## src/rtl/lp_pkg.sv

```systemverilog
package lp_pkg;

  // Update action chosen for the indexed entry
  typedef enum logic [2:0] {
    ACT_ALLOC   = 3'd0,
    ACT_HOLD    = 3'd1,
    ACT_COUNT   = 3'd2,
    ACT_SATURATE= 3'd3,
    ACT_TRAIN   = 3'd4,
    ACT_CONFIRM = 3'd5,
    ACT_RETRAIN = 3'd6,
    ACT_FLIP    = 3'd7
  } lp_act_e;

endpackage

```

## src/rtl/lp_rst_sync.sv

```systemverilog
module lp_rst_sync (
  input  logic clk,
  input  logic rst_n,
  output logic rst_sync_n
);
  logic meta_q;
  logic sync_q;

  always_ff @(posedge clk or negedge rst_n) begin
    if (!rst_n) begin
      meta_q <= 1'b0;
      sync_q <= 1'b0;
    end else begin
      meta_q <= 1'b1;
      sync_q <= meta_q;
    end
  end

  assign rst_sync_n = sync_q;
endmodule

```

## src/rtl/lp_addr_split.sv

```systemverilog
module lp_addr_split #(
  parameter int ADDR_W = 16,
  parameter int IDX_W  = 4,
  localparam int TAG_W = ADDR_W - IDX_W
) (
  input  logic [ADDR_W-1:0] addr,
  output logic [IDX_W-1:0]  idx,
  output logic [TAG_W-1:0]  tag
);
  assign idx = addr[IDX_W-1:0];
  assign tag = addr[ADDR_W-1:IDX_W];
endmodule

```

## src/rtl/lp_entry.sv

```systemverilog
module lp_entry #(
  parameter int TAG_W  = 12,
  parameter int CNT_W  = 6,
  parameter int CONF_W = 2
) (
  input  logic              clk,
  input  logic              rst_n,
  input  logic              wr_en,
  input  logic              valid_d,
  input  logic [TAG_W-1:0]  tag_d,
  input  logic              dir_d,
  input  logic [CNT_W-1:0]  trip_d,
  input  logic [CNT_W-1:0]  iter_d,
  input  logic [CONF_W-1:0] conf_d,
  input  logic              dead_d,
  input  logic              trained_d,
  output logic              valid_q,
  output logic [TAG_W-1:0]  tag_q,
  output logic              dir_q,
  output logic [CNT_W-1:0]  trip_q,
  output logic [CNT_W-1:0]  iter_q,
  output logic [CONF_W-1:0] conf_q,
  output logic              dead_q,
  output logic              trained_q
);
  always_ff @(posedge clk or negedge rst_n) begin
    if (!rst_n) begin
      valid_q   <= 1'b0;
      tag_q     <= '0;
      dir_q     <= 1'b0;
      trip_q    <= '0;
      iter_q    <= '0;
      conf_q    <= '0;
      dead_q    <= 1'b0;
      trained_q <= 1'b0;
    end else if (wr_en) begin
      valid_q   <= valid_d;
      tag_q     <= tag_d;
      dir_q     <= dir_d;
      trip_q    <= trip_d;
      iter_q    <= iter_d;
      conf_q    <= conf_d;
      dead_q    <= dead_d;
      trained_q <= trained_d;
    end
  end
endmodule

```

## src/rtl/lp_update_ctrl.sv

```systemverilog
module lp_update_ctrl
  import lp_pkg::*;
#(
  parameter int TAG_W  = 12,
  parameter int CNT_W  = 6,
  parameter int CONF_W = 2
) (
  input  logic              upd_taken,
  input  logic [TAG_W-1:0]  upd_tag,
  input  logic              valid_q,
  input  logic [TAG_W-1:0]  tag_q,
  input  logic              dir_q,
  input  logic [CNT_W-1:0]  trip_q,
  input  logic [CNT_W-1:0]  iter_q,
  input  logic [CONF_W-1:0] conf_q,
  input  logic              dead_q,
  input  logic              trained_q,
  output lp_act_e           act,
  output logic              valid_d,
  output logic [TAG_W-1:0]  tag_d,
  output logic              dir_d,
  output logic [CNT_W-1:0]  trip_d,
  output logic [CNT_W-1:0]  iter_d,
  output logic [CONF_W-1:0] conf_d,
  output logic              dead_d,
  output logic              trained_d
);
  localparam logic [CNT_W-1:0]  ITER_MAX = '1;
  localparam logic [CONF_W-1:0] CONF_MAX = '1;

  logic tag_match;
  assign tag_match = valid_q && (tag_q == upd_tag);

  // Action select
  always_comb begin
    if (!tag_match)                    act = ACT_ALLOC;
    else if (dead_q)                   act = ACT_HOLD;
    else if (upd_taken == dir_q)       act = (iter_q == ITER_MAX) ? ACT_SATURATE : ACT_COUNT;
    else if (!trained_q)               act = (iter_q == '0) ? ACT_FLIP : ACT_TRAIN;
    else if (iter_q == trip_q)         act = ACT_CONFIRM;
    else                               act = ACT_RETRAIN;
  end

  // Next entry contents
  always_comb begin
    valid_d   = valid_q;
    tag_d     = tag_q;
    dir_d     = dir_q;
    trip_d    = trip_q;
    iter_d    = iter_q;
    conf_d    = conf_q;
    dead_d    = dead_q;
    trained_d = trained_q;
    unique case (act)
      ACT_ALLOC: begin
        valid_d   = 1'b1;
        tag_d     = upd_tag;
        dir_d     = upd_taken;
        trip_d    = '0;
        iter_d    = '0;
        conf_d    = '0;
        dead_d    = 1'b0;
        trained_d = 1'b0;
      end
      ACT_HOLD: ;
      ACT_COUNT:    iter_d = iter_q + 1'b1;
      ACT_SATURATE: begin
        dead_d = 1'b1;
        conf_d = '0;
      end
      ACT_FLIP:     dir_d = upd_taken;
      ACT_TRAIN: begin
        trip_d    = iter_q;
        trained_d = 1'b1;
        iter_d    = '0;
        conf_d    = '0;
      end
      ACT_CONFIRM: begin
        iter_d = '0;
        if (conf_q != CONF_MAX) conf_d = conf_q + 1'b1;
      end
      ACT_RETRAIN: begin
        trip_d = iter_q;
        iter_d = '0;
        conf_d = '0;
      end
      default: ;
    endcase
  end
endmodule

```

## src/rtl/lp_predict.sv

```systemverilog
module lp_predict #(
  parameter int TAG_W  = 12,
  parameter int CNT_W  = 6,
  parameter int CONF_W = 2
) (
  input  logic [TAG_W-1:0]  lkp_tag,
  input  logic              valid_q,
  input  logic [TAG_W-1:0]  tag_q,
  input  logic              dir_q,
  input  logic [CNT_W-1:0]  trip_q,
  input  logic [CNT_W-1:0]  iter_q,
  input  logic [CONF_W-1:0] conf_q,
  input  logic              dead_q,
  output logic              hit,
  output logic              conf_ok,
  output logic              taken,
  output logic              pred_exit
);
  localparam logic [CONF_W-1:0] CONF_MAX = '1;

  always_comb begin
    hit       = valid_q && (tag_q == lkp_tag);
    conf_ok   = hit && !dead_q && (conf_q == CONF_MAX);
    pred_exit = conf_ok && (iter_q == trip_q);
    if (!hit)          taken = 1'b0;
    else if (pred_exit) taken = !dir_q;
    else               taken = dir_q;
  end
endmodule

```

## src/rtl/loop_pred.sv

```systemverilog
module loop_pred
  import lp_pkg::*;
#(
  parameter int ADDR_W = 16,
  parameter int IDX_W  = 4,
  parameter int CNT_W  = 6,
  parameter int CONF_W = 2,
  localparam int TAG_W   = ADDR_W - IDX_W,
  localparam int NUM_ENT = 1 << IDX_W
) (
  input  logic              clk,
  input  logic              rst_n,
  input  logic [ADDR_W-1:0] lkp_addr,
  output logic              lkp_hit,
  output logic              lkp_conf,
  output logic              lkp_taken,
  input  logic              upd_valid,
  input  logic [ADDR_W-1:0] upd_addr,
  input  logic              upd_taken
);
  logic rst_sync_n;

  lp_rst_sync u_rst (.clk(clk), .rst_n(rst_n), .rst_sync_n(rst_sync_n));

  logic [IDX_W-1:0] lkp_idx, upd_idx;
  logic [TAG_W-1:0] lkp_tag, upd_tag;

  lp_addr_split #(.ADDR_W(ADDR_W), .IDX_W(IDX_W)) u_lkp_split (
    .addr(lkp_addr), .idx(lkp_idx), .tag(lkp_tag));
  lp_addr_split #(.ADDR_W(ADDR_W), .IDX_W(IDX_W)) u_upd_split (
    .addr(upd_addr), .idx(upd_idx), .tag(upd_tag));

  // Table storage
  logic              ent_valid   [NUM_ENT];
  logic [TAG_W-1:0]  ent_tag     [NUM_ENT];
  logic              ent_dir     [NUM_ENT];
  logic [CNT_W-1:0]  ent_trip    [NUM_ENT];
  logic [CNT_W-1:0]  ent_iter    [NUM_ENT];
  logic [CONF_W-1:0] ent_conf    [NUM_ENT];
  logic              ent_dead    [NUM_ENT];
  logic              ent_trained [NUM_ENT];

  // Shared next-state for the entry addressed by the update port
  lp_act_e           upd_act;
  logic              nx_valid, nx_dir, nx_dead, nx_trained;
  logic [TAG_W-1:0]  nx_tag;
  logic [CNT_W-1:0]  nx_trip, nx_iter;
  logic [CONF_W-1:0] nx_conf;

  lp_update_ctrl #(.TAG_W(TAG_W), .CNT_W(CNT_W), .CONF_W(CONF_W)) u_upd (
    .upd_taken (upd_taken),
    .upd_tag   (upd_tag),
    .valid_q   (ent_valid[upd_idx]),
    .tag_q     (ent_tag[upd_idx]),
    .dir_q     (ent_dir[upd_idx]),
    .trip_q    (ent_trip[upd_idx]),
    .iter_q    (ent_iter[upd_idx]),
    .conf_q    (ent_conf[upd_idx]),
    .dead_q    (ent_dead[upd_idx]),
    .trained_q (ent_trained[upd_idx]),
    .act       (upd_act),
    .valid_d   (nx_valid),
    .tag_d     (nx_tag),
    .dir_d     (nx_dir),
    .trip_d    (nx_trip),
    .iter_d    (nx_iter),
    .conf_d    (nx_conf),
    .dead_d    (nx_dead),
    .trained_d (nx_trained)
  );

  // A hold leaves the entry untouched, so its write enable is gated off
  logic upd_write;
  assign upd_write = upd_valid && (upd_act != ACT_HOLD);

  for (genvar gi = 0; gi < NUM_ENT; gi++) begin : g_ent
    logic wr_en;
    assign wr_en = upd_write && (upd_idx == IDX_W'(gi));

    lp_entry #(.TAG_W(TAG_W), .CNT_W(CNT_W), .CONF_W(CONF_W)) u_ent (
      .clk       (clk),
      .rst_n     (rst_sync_n),
      .wr_en     (wr_en),
      .valid_d   (nx_valid),
      .tag_d     (nx_tag),
      .dir_d     (nx_dir),
      .trip_d    (nx_trip),
      .iter_d    (nx_iter),
      .conf_d    (nx_conf),
      .dead_d    (nx_dead),
      .trained_d (nx_trained),
      .valid_q   (ent_valid[gi]),
      .tag_q     (ent_tag[gi]),
      .dir_q     (ent_dir[gi]),
      .trip_q    (ent_trip[gi]),
      .iter_q    (ent_iter[gi]),
      .conf_q    (ent_conf[gi]),
      .dead_q    (ent_dead[gi]),
      .trained_q (ent_trained[gi])
    );
  end

  logic pred_exit;

  lp_predict #(.TAG_W(TAG_W), .CNT_W(CNT_W), .CONF_W(CONF_W)) u_pred (
    .lkp_tag   (lkp_tag),
    .valid_q   (ent_valid[lkp_idx]),
    .tag_q     (ent_tag[lkp_idx]),
    .dir_q     (ent_dir[lkp_idx]),
    .trip_q    (ent_trip[lkp_idx]),
    .iter_q    (ent_iter[lkp_idx]),
    .conf_q    (ent_conf[lkp_idx]),
    .dead_q    (ent_dead[lkp_idx]),
    .hit       (lkp_hit),
    .conf_ok   (lkp_conf),
    .taken     (lkp_taken),
    .pred_exit (pred_exit)
  );
endmodule

```

## config.mk

```make
export PLATFORM = sky130hd
export DESIGN_NAME = loop_pred
export DESIGN_NICKNAME = d
export VERILOG_FILES = /design/src/rtl/lp_pkg.sv /design/src/rtl/lp_rst_sync.sv /design/src/rtl/lp_addr_split.sv /design/src/rtl/lp_entry.sv /design/src/rtl/lp_update_ctrl.sv /design/src/rtl/lp_predict.sv /design/src/rtl/loop_pred.sv
export SDC_FILE = /design/constraint.sdc
export NUM_CORES = 1
export LEC_CHECK = 0
export ABC_AREA = 0
export CAP_MARGIN = 10
export CELL_PAD_IN_SITES_DETAIL_PLACEMENT = 0
export CELL_PAD_IN_SITES_GLOBAL_PLACEMENT = 1
export CORE_UTILIZATION = 50
export DETAILED_ROUTE_END_ITERATION = 12
export MAX_ROUTING_LAYER = met4
export PLACE_DENSITY_LB_ADDON = 0.1
export SETUP_SLACK_MARGIN = 0.15
export SYNTH_ARGS = -nofsm -noshare
export SYNTH_HDL_FRONTEND = slang
export SYNTH_SLANG_ARGS = --single-unit
```

## constraint.sdc

```tcl
create_clock -name clk -period 17.55 [get_ports clk]
set_clock_uncertainty 0.2 [all_clocks]
set_input_delay 3.51 -clock clk [delete_from_list [all_inputs] [get_ports clk]]
set_output_delay 3.51 -clock clk [all_outputs]
set_load 0.02 [all_outputs]
```

; After elaboration in Yosys (flattened, before gate mapping)
; Cells that the tools add are included.
; Widths: inputs -> output; s select.
[word_totals]
in_bits = 36
word_cells = 260
latchBits = 0
memories = 0
output_inout_bits = 3
romBits = 0
mem_bits_rw = 0
register_bits = 482
[classes]
div = 0
order_cmp = 2
n_eq_ne = 30
add_sub_neg = 2
bitwise = 2
mux = 63
n_shift = 0
multipliers = 0
reduce_logical = 31
[op_table]
columns = cell, n
row1 = $bmux 12 s4, 2
row2 = $bmux 6 s4, 4
row3 = $mux 12, 5
row4 = $mux 6, 8
row5 = $eq 4x4->1 const B, 8
row6 = $bmux 1 s4, 7
row7 = $eq 12x12->1, 2
row8 = $pmux 6 s2, 2
row9 = $logic_and 1x1->1, 22
row10 = $mux 1, 19
row11 = $bmux 2 s4, 2
row12 = $eq 4x3->1 const B, 4
row13 = $mux 2, 7
row14 = $eq 3x3->1 const B, 4
row15 = $eq 6x6->1, 2
row16 = $mux 3, 4
row17 = $ge 5x5->1 const B, 2
row18 = $not 4->5, 2
row19 = $eq 4x2->1 const B, 2
row20 = $reduce_or 4->1, 2
row21 = $add 6x1->6 const B, 1
row22 = $eq 3x2->1 const B, 2
row23 = $eq 6x6->1 const B, 1
row24 = $logic_not 6->1, 1
row25 = other kinds (12), 15

; Depth between registers and ports, before layout
[depth]
word_depth = 13
mapped_depth = 17
mapped_depth_nobuf = 10

; By module
; From an unflattened synthesis, not the netlist that was laid out.
[hier_totals]
cells_unflattened = 1717
hier_area_um2 = 28103.2
[modules_own_cells]
columns = module, n_inst, cells_per_inst, seq_area_each_um2, area_each_um2
row1 = lp_entry, 16, 63, 750.7, 1234.9
row2 = loop_pred, 1, 525, 0.0, 7009.2
row3 = lp_update_ctrl, 1, 117, 0.0, 803.3
row4 = lp_addr_split, 2, 16, 0.0, 120.1
row5 = lp_predict, 1, 32, 0.0, 237.7
row6 = lp_rst_sync, 1, 3, 50.0, 53.8

; Least setup slack after synthesis
; OpenSTA, ideal clock, no wires.
[synth_timing]
path_type = in2out
start = input port lkp_addr[0]
end = output port lkp_conf
cell_stages = 9
t_required_ns = 13.840
n_path_buf = 3
setup_slack_ns = 6.837
arrival_ns = 7.003
cell_sequence = clkbuf_1 > buf_1 > clkbuf_1 > mux4_2 > mux4_2 > xnor2_1 > nand3_1 > nor3_1 > and2_1
[synth_between]
elab_chain_cells = 8
elab_cells_between_ends = 19
cone_classes = eq/ne: 2 / mux: 12 / bitwise: 1 / reduce/logical: 4
[synth_lines]
columns = item, line_no
row1 = start: declaration, loop_pred.sv:13  ; input logic [ADDR_W-1:0] lkp_addr,
row2 = $not 4->5 (implied by the code) (*), "loop_pred.sv:107, loop_pred.sv:108"
row3 = $bmux 12 s4, loop_pred.sv:108  ; .tag_q (ent_tag[lkp_idx]),
row4 = $mux 12 (implied by the code) (2 in series), loop_pred.sv:108
row5 = $eq 12x12->1, lp_predict.sv:22  ; hit = valid_q && (tag_q == lkp_tag);
row6 = $logic_and 1x1->1 (*), lp_predict.sv:22
row7 = via lkp_hit, loop_pred.sv:14  ; output logic lkp_hit,
row8 = $logic_and 1x1->1 (*) (2 in series), lp_predict.sv:23  ; conf_ok = hit && !dead_q && (conf_q == CONF_MAX);
row9 = end: declaration, loop_pred.sv:15  ; output logic lkp_conf,
; The timed path passes the listed nets; every way through them passes the cells marked *. The select of a mux whose other input is x is not followed.

; Final worst setup path
[layout_timing]
start = input port lkp_addr[0]
end = output port lkp_taken
[layout_between]
elab_chain_cells = 11
elab_cells_between_ends = 33
cone_classes = eq/ne: 3 / mux: 23 / bitwise: 1 / reduce/logical: 6
[layout_lines]
columns = item, line_no
row1 = $not 4->5 (implied by the code) (*), --
row2 = $bmux 12 s4, loop_pred.sv:108
row3 = $mux 12 (implied by the code) (2 in series), loop_pred.sv:108
row4 = $eq 12x12->1, lp_predict.sv:22
row5 = $logic_and 1x1->1, lp_predict.sv:22
row6 = $logic_and 1x1->1 (2 in series), lp_predict.sv:23
row7 = $logic_and 1x1->1, lp_predict.sv:24  ; pred_exit = conf_ok && (iter_q == trip_q);
row8 = $mux 1, lp_predict.sv:26  ; else if (pred_exit) taken = !dir_q;
row9 = $mux 1 (*), lp_predict.sv:25  ; if (!hit) taken = 1'b0;
row10 = end: declaration, loop_pred.sv:16  ; output logic lkp_taken,
; Every way passes the cells marked *; elsewhere a longest branch is shown, timed or not. The select of a mux whose other input is x is not followed.

==> key figures <==
CTS
  – Clock tree from TritonCTS: built
  – Clk buf depth: 3
  – Resized cells post-CTS: 0
  – Clock root buffer master: clkbuf_16
  – Clock latency on the worst-skew pair: ~0.6 ns
  – CTS Buf Count: between 50 and 60
  – Hold Buf Count CTS: 0
  – Clock transition time at the flip-flop clock pins of the worst setup and hold paths: 0.06 ns
  – Buffer count from post-CTS setup fixing: 0
  – # H-tree levels: 2
  – Sink count of the clock tree: between 400 and 500

STA
  – Actual slew at the worst max-slew pin: between 1 and 1.5 ns
  – Post-route fraction of the period consumed by the critical path: a little under three quarters
  – Worst path setup slack after routing: 5.06 ns
  – Achievable clock frequency: ~80 MHz
  – Number of failing setup endpoints in the final timing report: 0
  – Final Hold Fails: 0
  – Unrepaired setup endpoints after global routing: false
  – Fin crit period: between 10 and 15 ns
  – Slew Limit Headroom: approximately 14%
  – Final Max Tran Viols: 0
  – Final setup TNS: 0 ns

Drt
  – Routed WL per cell: 29.1 µm
  – Number of search-and-repair iterations in the first detailed-routing pass: 7
  – ANT nets after route: 0
  – Routed WL: 77500 µm
  – DR vias: 17100
  – Detailed Route Iter0 Violations: 1471
  – Vias per cell: ~6.4
  – Remaining DRCs: 0

Setup path
  – Startpoint type of the worst setup path: input port
  – Reg-to-Reg Start: g_ent[13].u_ent.tag_q[2]
  – Endpoint required time on the critical path: ~14 ns
  – Crit path arrival time: around 9 ns
  – Launching element of the worst setup path: lkp_addr[0]
  – Library cell contributing the largest single delay on the critical path: buf_4
  – Setup crit end kind: output pin
  – Depth of the worst register-to-register path: 10
  – CP cell instances: buf_6, buf_4, buf_4, mux4_2, mux4_2, xor2_1, nor4_1, nand3_1, nor3_1, and2_1, clkdlybuf4s50_1
  – Critical R2R Capture: g_ent[0].u_ent.tag_q[8]
  – Max stage delay on crit path: 0.64 ns
  – Critical path fanouts, max: 56
  – Setup slack on the worst flop-to-flop path: between 10 and 15 ns
  – Setup Crit Path Kind: input port to output pin

Worst hold path
  – Hold Path Origin: u_rst.meta_q
  – End of the worst hold path: u_rst.rst_sync_n
  – Min-Delay Path Depth: 0
  – Class of the worst hold path: register to register

Final layout
  – Synth-to-layout area growth: 9.88%
  – Most frequent cells in the layout: dfrtp_1 (481), inv_1 (261), mux4_2 (239)
  – Fraction of final layout cells with drive strength greater than 1: between 20% and 30%
  – Diode count: 0
  – Net total in the final layout: approximately 2000
  – Summed area of non-filler cells in the final layout: roughly 29000 µm²
  – Leading cell type in the layout, fill and taps excluded: dfrtp_1

Floorplan
  – Overall die area: 53500 µm²
  – DIE HEIGHT: 231 µm
  – Core Footprint: roughly 52000 µm²
  – Horizontal die dimension: about 230 µm
  – # IOs: 39
  – Cell row count: between 80 and 90
  – Starting utilization of the core area: roughly 51%

Yosys
  – Most frequently used flop master after synthesis: dfrtp_1
  – Net count after synthesis: between 2000 and 2500
  – Fraction of registers with async set or reset after synthesis: 100%
  – Number of enable flip-flop cells after synthesis: 0
  – Netlist area before placement: around 26000 µm²
  – Post-synthesis sequential area ratio: between 40% and 50%
  – Number of instances in the synthesized netlist: between 1500 and 2000
  – Total of flip-flops plus latches after synthesis: between 400 and 500
  – Average cell area after synthesis: around 13 µm²
  – Count of cell types in the netlist: 64
  – Yosys synthesis warning count: 0

Global route
  – Vias in the first global route: ~18000
  – GRT Util Overall: between 30% and 40%
  – First-pass GRT wire length: around 120000 µm
  – Largest net degree at the start of global routing: 76
  – Remaining Overflow, GRT: 0
  – Initial antenna violation count: 1

Power and ir drop
  – Internal Power: 2.50 mW
  – Total leakage power: 12.0 nW
  – Power per unit of standard cell area: 121 nW/µm²
  – Comb pwr share: approximately 23%
  – Clock group share of total power: between 30% and 40%
  – Net switching fraction of the power: roughly 28%
  – Worst VDD drop: ~0.000068 V
  – Part of the power in registers: between 40% and 50%
  – Power dissipated by switching net loads: 990 µW

Outcome
  – Status: complete, no violations

Placement
  – GP Congestion: about 0.88
  – Quantity of I/O buffers inserted on ports: 38
  – HPWL reported at the end of detailed placement: 45700 µm
  – Cell area reported after detailed placement: 27000 µm²
  – Worst setup slack before clock tree synthesis: 4.96 ns

Flow run
  – Max-cap violations: 0
-- critical path: cells and delay by family --
family	cells	cell delay [ns]
mux	2	1.08
xor+xnor	1	0.16
buf+inv	4	2.43
simple gates	4	1.50
-- power by group through the flow --
stage | logic [mW] | clock network [mW] | registers [mW]
floorplan | 0.622 | 0 | 1.47
global placement | 0.767 | 0 | 1.51
detailed placement | 0.784 | 0 | 1.52
CTS | 0.787 | 1.22 | 1.50
global route | 0.853 | 1.27 | 1.53
finish | 0.790 | 1.20 | 1.50
-- worst max-delay path by stage --
stage                                     to  slack [ns]  depth (start not counted)
finish                             lkp_taken        5.06                         11
global route                        lkp_conf        4.76                         11
CTS                                lkp_taken        4.97                         11
detailed placement                 lkp_taken        4.96                         11
global placement                   lkp_taken        5.04                         11
floorplan           g_ent[0].u_ent.conf_q[0]        2.92                          0
-- metrics by stage --
| step | util [%] | power, mW | instances | hold slack, ns |
|---|---|---|---|---|
| CTS | 55.9 | 3.51 | 2657 | 0.148 |
| global placement | 52.3 | 2.28 | 2559 | 0.134 |
| global route | 56.0 | 3.65 | 2659 | 0.153 |
| detailed placement | 52.3 | 2.30 | 2559 | 0.135 |
| finish | 56.0 | 3.49 | 2659 | 0.147 |
| floorplan | - | 2.09 | 1964 | 0.131 |
-- layer usage --
metal / wire length, µm / part of all wire, % / GRT usage (%) / vias up
li1: - / - / - / 7268
met1: 33900 / 44 / 44.0 / 9130
met2: 36100 / 47 / 46.6 / 633
met3: 5760 / 7.4 / 5.61 / 116
met4: 1650 / 2.1 / 7.37 / 0
met5: 0 / 0 / - / -
-- cell families after synthesis --
logic type	count (synthesis)	synth area share (%)
multiplexers	559	34.5
flip-flops	482	45.9
buffers and inverters	435	7.53
AO/OA/AOI/OAI	287	7.35
AND/OR/NAND/NOR	162	3.43
XOR/XNOR	36	1.20
adder cells (fa/ha/maj)	2	0.0952
other	1	0.0143
-- cells in the mapped netlist, types with 6 or more instances --
| library cell | number | share of area [%] |
|---|---|---|
| a21oi_1 | 9 | 0.17 |
| a22oi_1 | 34 | 0.97 |
| and3_1 | 8 | 0.19 |
| buf_1 | 19 | 0.27 |
| buf_2 | 47 | 0.89 |
| buf_4 | 7 | 0.20 |
| buf_6 | 35 | 1.5 |
| clkbuf_1 | 65 | 0.93 |
| dfrtp_1 | 482 | 46 |
| inv_1 | 261 | 3.7 |
| mux2_1 | 96 | 4.1 |
| mux2_2 | 93 | 4.0 |
| mux2_4 | 24 | 1.4 |
| mux2i_1 | 97 | 3.7 |
| mux2i_4 | 10 | 0.86 |
| mux4_2 | 239 | 20 |
| nand2_1 | 42 | 0.60 |
| nand2b_1 | 6 | 0.14 |
| nand3_1 | 9 | 0.17 |
| nand4_1 | 12 | 0.29 |
| nor2_1 | 14 | 0.20 |
| nor2b_1 | 8 | 0.19 |
| nor3_1 | 17 | 0.32 |
| nor3_2 | 10 | 0.38 |
| o21ai_0 | 7 | 0.13 |
| o22ai_1 | 194 | 4.6 |
| o41ai_1 | 8 | 0.27 |
| or2_1 | 6 | 0.14 |
| or2_2 | 11 | 0.26 |
| xnor2_1 | 22 | 0.73 |
| xor2_1 | 14 | 0.47 |
-- cell type report --
type	instances	area (µm²)
Clock buffer	85	1690
Clock inverter	13	196
Fill cell	4277	22700
Inverter	262	983
Multi-Input combinational cell	1047	12300
Sequential cell	482	12100
Tap cell	680	851
Timing Repair Buffer	90	752
-- registers in the layout, summed over array words and instances (netlist names) --
register and flops:
u_rst.meta_q 1, g_ent.u_ent.dead_q 16, g_ent.u_ent.conf_q 32, g_ent.u_ent.tag_q 192
g_ent.u_ent.valid_q 16, g_ent.u_ent.dir_q 16, g_ent.u_ent.trip_q 96, g_ent.u_ent.trained_q 16
u_rst.rst_sync_n 1, g_ent.u_ent.iter_q 96
Note: power is estimated with default switching activity, not from simulation.
